$ cat src/rtl/ptw_pkg.sv
package ptw_pkg;
  localparam int ENTRY_W   = 32;
  localparam int VALID_BIT = 31;
  localparam int PPN_W     = 20;
  localparam int REF_BIT   = 20;
  localparam int DIRTY_BIT = 21;
  localparam int SPARE_LO  = 22;
  localparam int SPARE_W   = VALID_BIT - SPARE_LO;

  typedef enum logic [2:0] {
    ST_IDLE,
    ST_REQ,
    ST_WAIT,
    ST_REFILL,
    ST_FAULT
  } walkState_t;

  typedef struct packed {
    logic captureMiss;
    logic captureEntry;
  } dpCtrl_t;
endpackage

$ cat src/rtl/ptw_control.sv
module ptw_control
  import ptw_pkg::*;
(
  input  logic    clk,
  input  logic    rstN,
  input  logic    missValid,
  input  logic    memReqReady,
  input  logic    memRespValid,
  input  logic    entryValid,
  output dpCtrl_t dpCtrl,
  output logic    memReqValid,
  output logic    tlbWrEn,
  output logic    retryPulse,
  output logic    pageFault,
  output logic    busy
);
  walkState_t state, stateNext;

  always_ff @(posedge clk) begin
    if (!rstN) state <= ST_IDLE;
    else       state <= stateNext;
  end

  always_comb begin
    stateNext = state;
    unique case (state)
      ST_IDLE:   if (missValid)    stateNext = ST_REQ;
      ST_REQ:    if (memReqReady)  stateNext = ST_WAIT;
      ST_WAIT:   if (memRespValid) stateNext = entryValid ? ST_REFILL : ST_FAULT;
      ST_REFILL: stateNext = ST_IDLE;
      ST_FAULT:  stateNext = ST_IDLE;
      default:   stateNext = ST_IDLE;
    endcase
  end

  always_comb begin
    dpCtrl.captureMiss  = (state == ST_IDLE) && missValid;
    dpCtrl.captureEntry = (state == ST_WAIT) && memRespValid;
  end

  assign memReqValid = (state == ST_REQ);
  assign tlbWrEn     = (state == ST_REFILL);
  assign retryPulse  = (state == ST_REFILL);
  assign pageFault   = (state == ST_FAULT);
  assign busy        = (state != ST_IDLE);
endmodule

$ cat src/rtl/ptw_datapath.sv
module ptw_datapath
  import ptw_pkg::*;
#(
  parameter int VPN_W = 20,
  parameter int PA_W  = 32
) (
  input  logic                clk,
  input  logic                rstN,
  input  dpCtrl_t             dpCtrl,
  input  logic [VPN_W-1:0]    missVpn,
  input  logic [PA_W-1:0]     tableBase,
  input  logic [ENTRY_W-1:0]  memRespData,
  output logic [PA_W-1:0]     memReqAddr,
  output logic [VPN_W-1:0]    pageVpn,
  output logic [PPN_W-1:0]    entryPpn,
  output logic                entryRef,
  output logic                entryDirty,
  output logic [SPARE_W-1:0]  entrySpare,
  output logic                entryValid
);
  localparam int OFFS_W = VPN_W + 2;

  logic [PA_W-1:0] entryOffset;
  assign entryOffset = PA_W'({missVpn, 2'b00});
  assign entryValid  = memRespData[VALID_BIT];

  always_ff @(posedge clk) begin
    if (!rstN) begin
      pageVpn    <= '0;
      memReqAddr <= '0;
    end else if (dpCtrl.captureMiss) begin
      pageVpn    <= missVpn;
      memReqAddr <= tableBase + entryOffset;
    end
  end

  always_ff @(posedge clk) begin
    if (!rstN) begin
      entryPpn   <= '0;
      entryRef   <= 1'b0;
      entryDirty <= 1'b0;
      entrySpare <= '0;
    end else if (dpCtrl.captureEntry) begin
      entryPpn   <= memRespData[PPN_W-1:0];
      entryRef   <= memRespData[REF_BIT];
      entryDirty <= memRespData[DIRTY_BIT];
      entrySpare <= memRespData[VALID_BIT-1:SPARE_LO];
    end
  end

  if (OFFS_W > PA_W) begin : g_badWidth
    initial $error("PA_W too narrow for scaled page number");
  end
endmodule

$ cat src/rtl/ptw_engine.sv
module ptw_engine
  import ptw_pkg::*;
#(
  parameter int VPN_W = 20,
  parameter int PA_W  = 32
) (
  input  logic             clk,
  input  logic             rstN,
  input  logic             missValid,
  input  logic [VPN_W-1:0] missVpn,
  input  logic [PA_W-1:0]  tableBase,
  output logic             memReqValid,
  input  logic             memReqReady,
  output logic [PA_W-1:0]  memReqAddr,
  input  logic             memRespValid,
  input  logic [31:0]      memRespData,
  output logic             tlbWrEn,
  output logic [VPN_W-1:0] tlbWrVpn,
  output logic [19:0]      tlbWrPpn,
  output logic             tlbWrRef,
  output logic             tlbWrDirty,
  output logic [8:0]       tlbWrSpare,
  output logic             retryPulse,
  output logic             pageFault,
  output logic [VPN_W-1:0] faultVpn,
  output logic             busy
);
  dpCtrl_t          dpCtrl;
  logic             entryValid;
  logic [VPN_W-1:0] pageVpn;

  ptw_control uCtrl (
    .clk          (clk),
    .rstN         (rstN),
    .missValid    (missValid),
    .memReqReady  (memReqReady),
    .memRespValid (memRespValid),
    .entryValid   (entryValid),
    .dpCtrl       (dpCtrl),
    .memReqValid  (memReqValid),
    .tlbWrEn      (tlbWrEn),
    .retryPulse   (retryPulse),
    .pageFault    (pageFault),
    .busy         (busy)
  );

  ptw_datapath #(.VPN_W(VPN_W), .PA_W(PA_W)) uDp (
    .clk         (clk),
    .rstN        (rstN),
    .dpCtrl      (dpCtrl),
    .missVpn     (missVpn),
    .tableBase   (tableBase),
    .memRespData (memRespData),
    .memReqAddr  (memReqAddr),
    .pageVpn     (pageVpn),
    .entryPpn    (tlbWrPpn),
    .entryRef    (tlbWrRef),
    .entryDirty  (tlbWrDirty),
    .entrySpare  (tlbWrSpare),
    .entryValid  (entryValid)
  );

  assign tlbWrVpn = pageVpn;
  assign faultVpn = pageVpn;
endmodule

$ cat config.mk
export PLATFORM = sky130hd
export DESIGN_NAME = ptw_engine
export DESIGN_NICKNAME = d
export VERILOG_FILES = /design/src/rtl/ptw_pkg.sv /design/src/rtl/ptw_control.sv /design/src/rtl/ptw_datapath.sv /design/src/rtl/ptw_engine.sv
export SDC_FILE = /design/constraint.sdc
export NUM_CORES = 1
export LEC_CHECK = 0
export BUFFER_PORTS_ARGS = -buffer_cell sky130_fd_sc_hd__buf_2
export CORE_MARGIN = 10
export CORE_UTILIZATION = 51
export DETAILED_ROUTE_END_ITERATION = 7
export GPL_ROUTABILITY_DRIVEN = 1
export MAX_ROUTING_LAYER = met4
export PLACE_DENSITY_LB_ADDON = 0.2
export SKIP_LAST_GASP = 1
export SYNTH_ARGS = -nofsm -noshare
export SYNTH_HDL_FRONTEND = slang
export SYNTH_SLANG_ARGS = --single-unit
$ cat constraint.sdc
create_clock -name clk -period 3.6 [get_ports clk]
set_input_delay 0.54 -clock clk [delete_from_list [all_inputs] [get_ports clk]]
set_output_delay 0.54 -clock clk [all_outputs]
set_load 0.01 [all_outputs]
==> results_dict.tcl <==
set metrics [dict create \
    final_area_mm2 0.00550 \
    multiInputGateArea_mm2 0.00240 \
    cp-end-kind "flip-flop" \
    yosysMostFrequentCell "nand2_1" \
    synth_area_leader_cell "dfxtp_1" \
    ys_types 58 \
    place_congestion 0.956 \
    async_flop_share 0 \
    maxCapViolCount 0 \
    cts_setup_buffers 0 \
    fin_crit_ns 2.49 \
    dieArea_mm2 0.0129 \
    cts_resized 0 \
    drt_wl_total_um 13800 \
    area_growth_pct 23.4 \
    first_pass_iters 5 \
    grt_pass1_wl_um 21800 \
    setup_viol 0 \
    dp_slack_ns 0.725 \
    final_antenna_net_count 0 \
    topRoutingLayerUsed "met4" \
    clock.fmax_mhz 401 \
    floorplan.rows 34 \
    ir_worst_vdd_v 0.000219 \
    synth_area_leaders "dfxtp_1 39%, nand2_1 12%, a21oi_1 9.8%" \
    grt_usage 0.208 \
    path_class "in -> reg" \
    tightest_slew_ns 1.19 \
    regArea_mm2 0.00172 \
    grt_antenna_before_repair 1 \
    m1WireLength_um 5880 \
    via_per_inst 5.44 \
    placed_area_mm2 0.00531 \
    fin_setup_tns_ns 0 \
    cts.sinks 86 \
    setup_ws_ns 1.11 \
    max_slew_margin 0.205 \
    drt_iter0_markers 384 \
    cts_tree "yes" \
    start_util 0.516 \
    stdcell_count 848 \
    remaining_drc_errors 0 \
    dieWidth_um 114 \
    ys_seq_elements 86 \
    ctsHoldBuffers 0 \
    syn_inst 576 \
    hpwl_um 10700 \
    yosys-top-cells-count "145 x nand2_1, 87 x a21oi_1, 86 x dfxtp_1" \
    vias 4614 \
    hp-class "in -> reg" \
    p_leak_nw 2.58 \
    grt_max_degree 44 \
    run_status "finished clean" \
    n_fill_cell 824 \
    synth_top_area_share 0.386 \
    wl_met2_um 6670 \
    min_period_over_period 0.693 \
    worst_hold_slack_ns 0.379 \
    dominantRegCellSynth "dfxtp_1" \
    synth_edf_count 0 \
    overflow 0 \
    clockRootBuffer "clkbuf_8" \
    dieHeight_um 114 \
    placed_cells 832 \
    cts.clk_slew.worst_paths_ns 0.10 \
    syn-cell-area_mm2 0.00446 \
    numCtsBuffers 9 \
    final_net_count 845 \
    cellPowerDensity_mw_per_mm2 410 \
    io_pins 197 \
    clk_latency_ns 0.36 \
    syn_area_per_cell_um2 7.74 \
    io_buffer_count 196 \
    ys_seq_area_frac 0.386 \
    hold_violations 0 \
    rsz0062_at_grt "no" \
    arrival_ns 2.79 \
    fin_skew_ns 0.0118 \
    drive_gt1_frac 0.313 \
    required_ns 3.90 \
    crit_fanout 5 \
    wl_per_cell_um 16.3 \
    met3_length_um 1160 \
    grt_pass1_vias 4398 \
    startpoint_type "primary input" \
    core_area_mm2 0.00864 \
    h-tree-depth 3 \
    synthesis.nets 686 \
    ys.warnings.count 0 \
    drv_slew 0 \
    clockBufferDepth 2 \
]
## kinds of logic (layout without fill, tap and decap cells)
family,Yosys count,in the layout,share of synthesized area
buffers and inverters,62,225,0.0777
adders and majority gates,21,21,0.0606
AOI/OAI and AO/OA,163,163,0.219
xor gates and xnor gates,11,11,0.0216
DFF,86,86,0.386
other,0,1,0
muxes,1,1,0.00224
and+or+nand+nor,232,232,0.233
## final cells by class
cell class	instances	area share
sequential	86	0.313
clock inverter	6	0.0127
clock buffer	9	0.0225
antenna	1	0.000455
tap	108	0.0246
multi-input combinational	428	0.436
inverter	10	0.00682
timing repair buffer	200	0.184
## registers in the layout (all words and copies together), names as in the netlist
name and cells:
uDp.entryRef 1, uDp.entrySpare 9, uDp.entryDirty 1, uDp.pageVpn 20, uCtrl.state 3, uDp.entryPpn 20
uDp.memReqAddr 32
## worst paths after layout
check / from / endpoint / slack, ns / cells after the start
min reg2reg: uDp.memReqAddr[9]$_SDFFE_PN0P_ / uDp.memReqAddr[9]$_SDFFE_PN0P_ / 0.45 / 2
max: missVpn[0] / uDp.memReqAddr[26]$_SDFFE_PN0P_ / 1.11 / 11
max reg2reg: uCtrl.state[0]$_SDFFE_PN0P_ / uDp.entryDirty$_SDFFE_PN0P_ / 1.54 / 4
min: memRespData[31] / uCtrl.state[2]$_SDFFE_PN0P_ / 0.38 / 2
## per-stage QoR
step,total power [mW],utilization
after global placement,1.58,0.614
after CTS,2.27,0.637
after detailed placement,1.59,0.614
final,2.26,0.637
after floorplan,1.41,-
after global routing,2.38,0.637
## power by group
group	switching (mW)	internal [mW]	total [mW]
logic	0.314	0.214	0.527
clock network	0.367	0.322	0.688
registers	0.0325	1.01	1.04
## layer usage
layer	up-vias	global-route usage
met1	2107	0.253
li1	2314	-
met3	10	0.0567
met4	0	0.0440
met2	183	0.339
met5	-	-
## worst max-delay path, cell delays in order
cell and delay [ns]:
buf_2 0.10, ha_1 0.16, inv_1 0.05, fa_1 0.38, nand2b_1 0.20, a21o_2 0.26
a2111o_1 0.38, o211ai_2 0.10, a221oi_2 0.12, or3_1 0.36, a31oi_1 0.15
## placed cells by master, fill, tap and decap left out, types with 3 or more instances in the layout
cell type and instances:
nand2_1 145, buf_4 4, and4_1 5, xor2_1 4, o21ai_0 22, o211ai_1 4
clkbuf_8 9, nand4_1 5, nor3_1 14, buf_2 196, nor3b_1 5, nand3_1 17
o21a_1 6, a31oi_1 7, dfxtp_1 86, a211oi_1 5, nor2_1 16, ha_1 20
clkinvlp_4 3, o31ai_1 4, inv_1 9, a21oi_1 87, a21o_1 7, xnor2_1 7
and3_1 5, nand2b_1 3, nand3b_1 4
(Power assumes the default switching activity.)
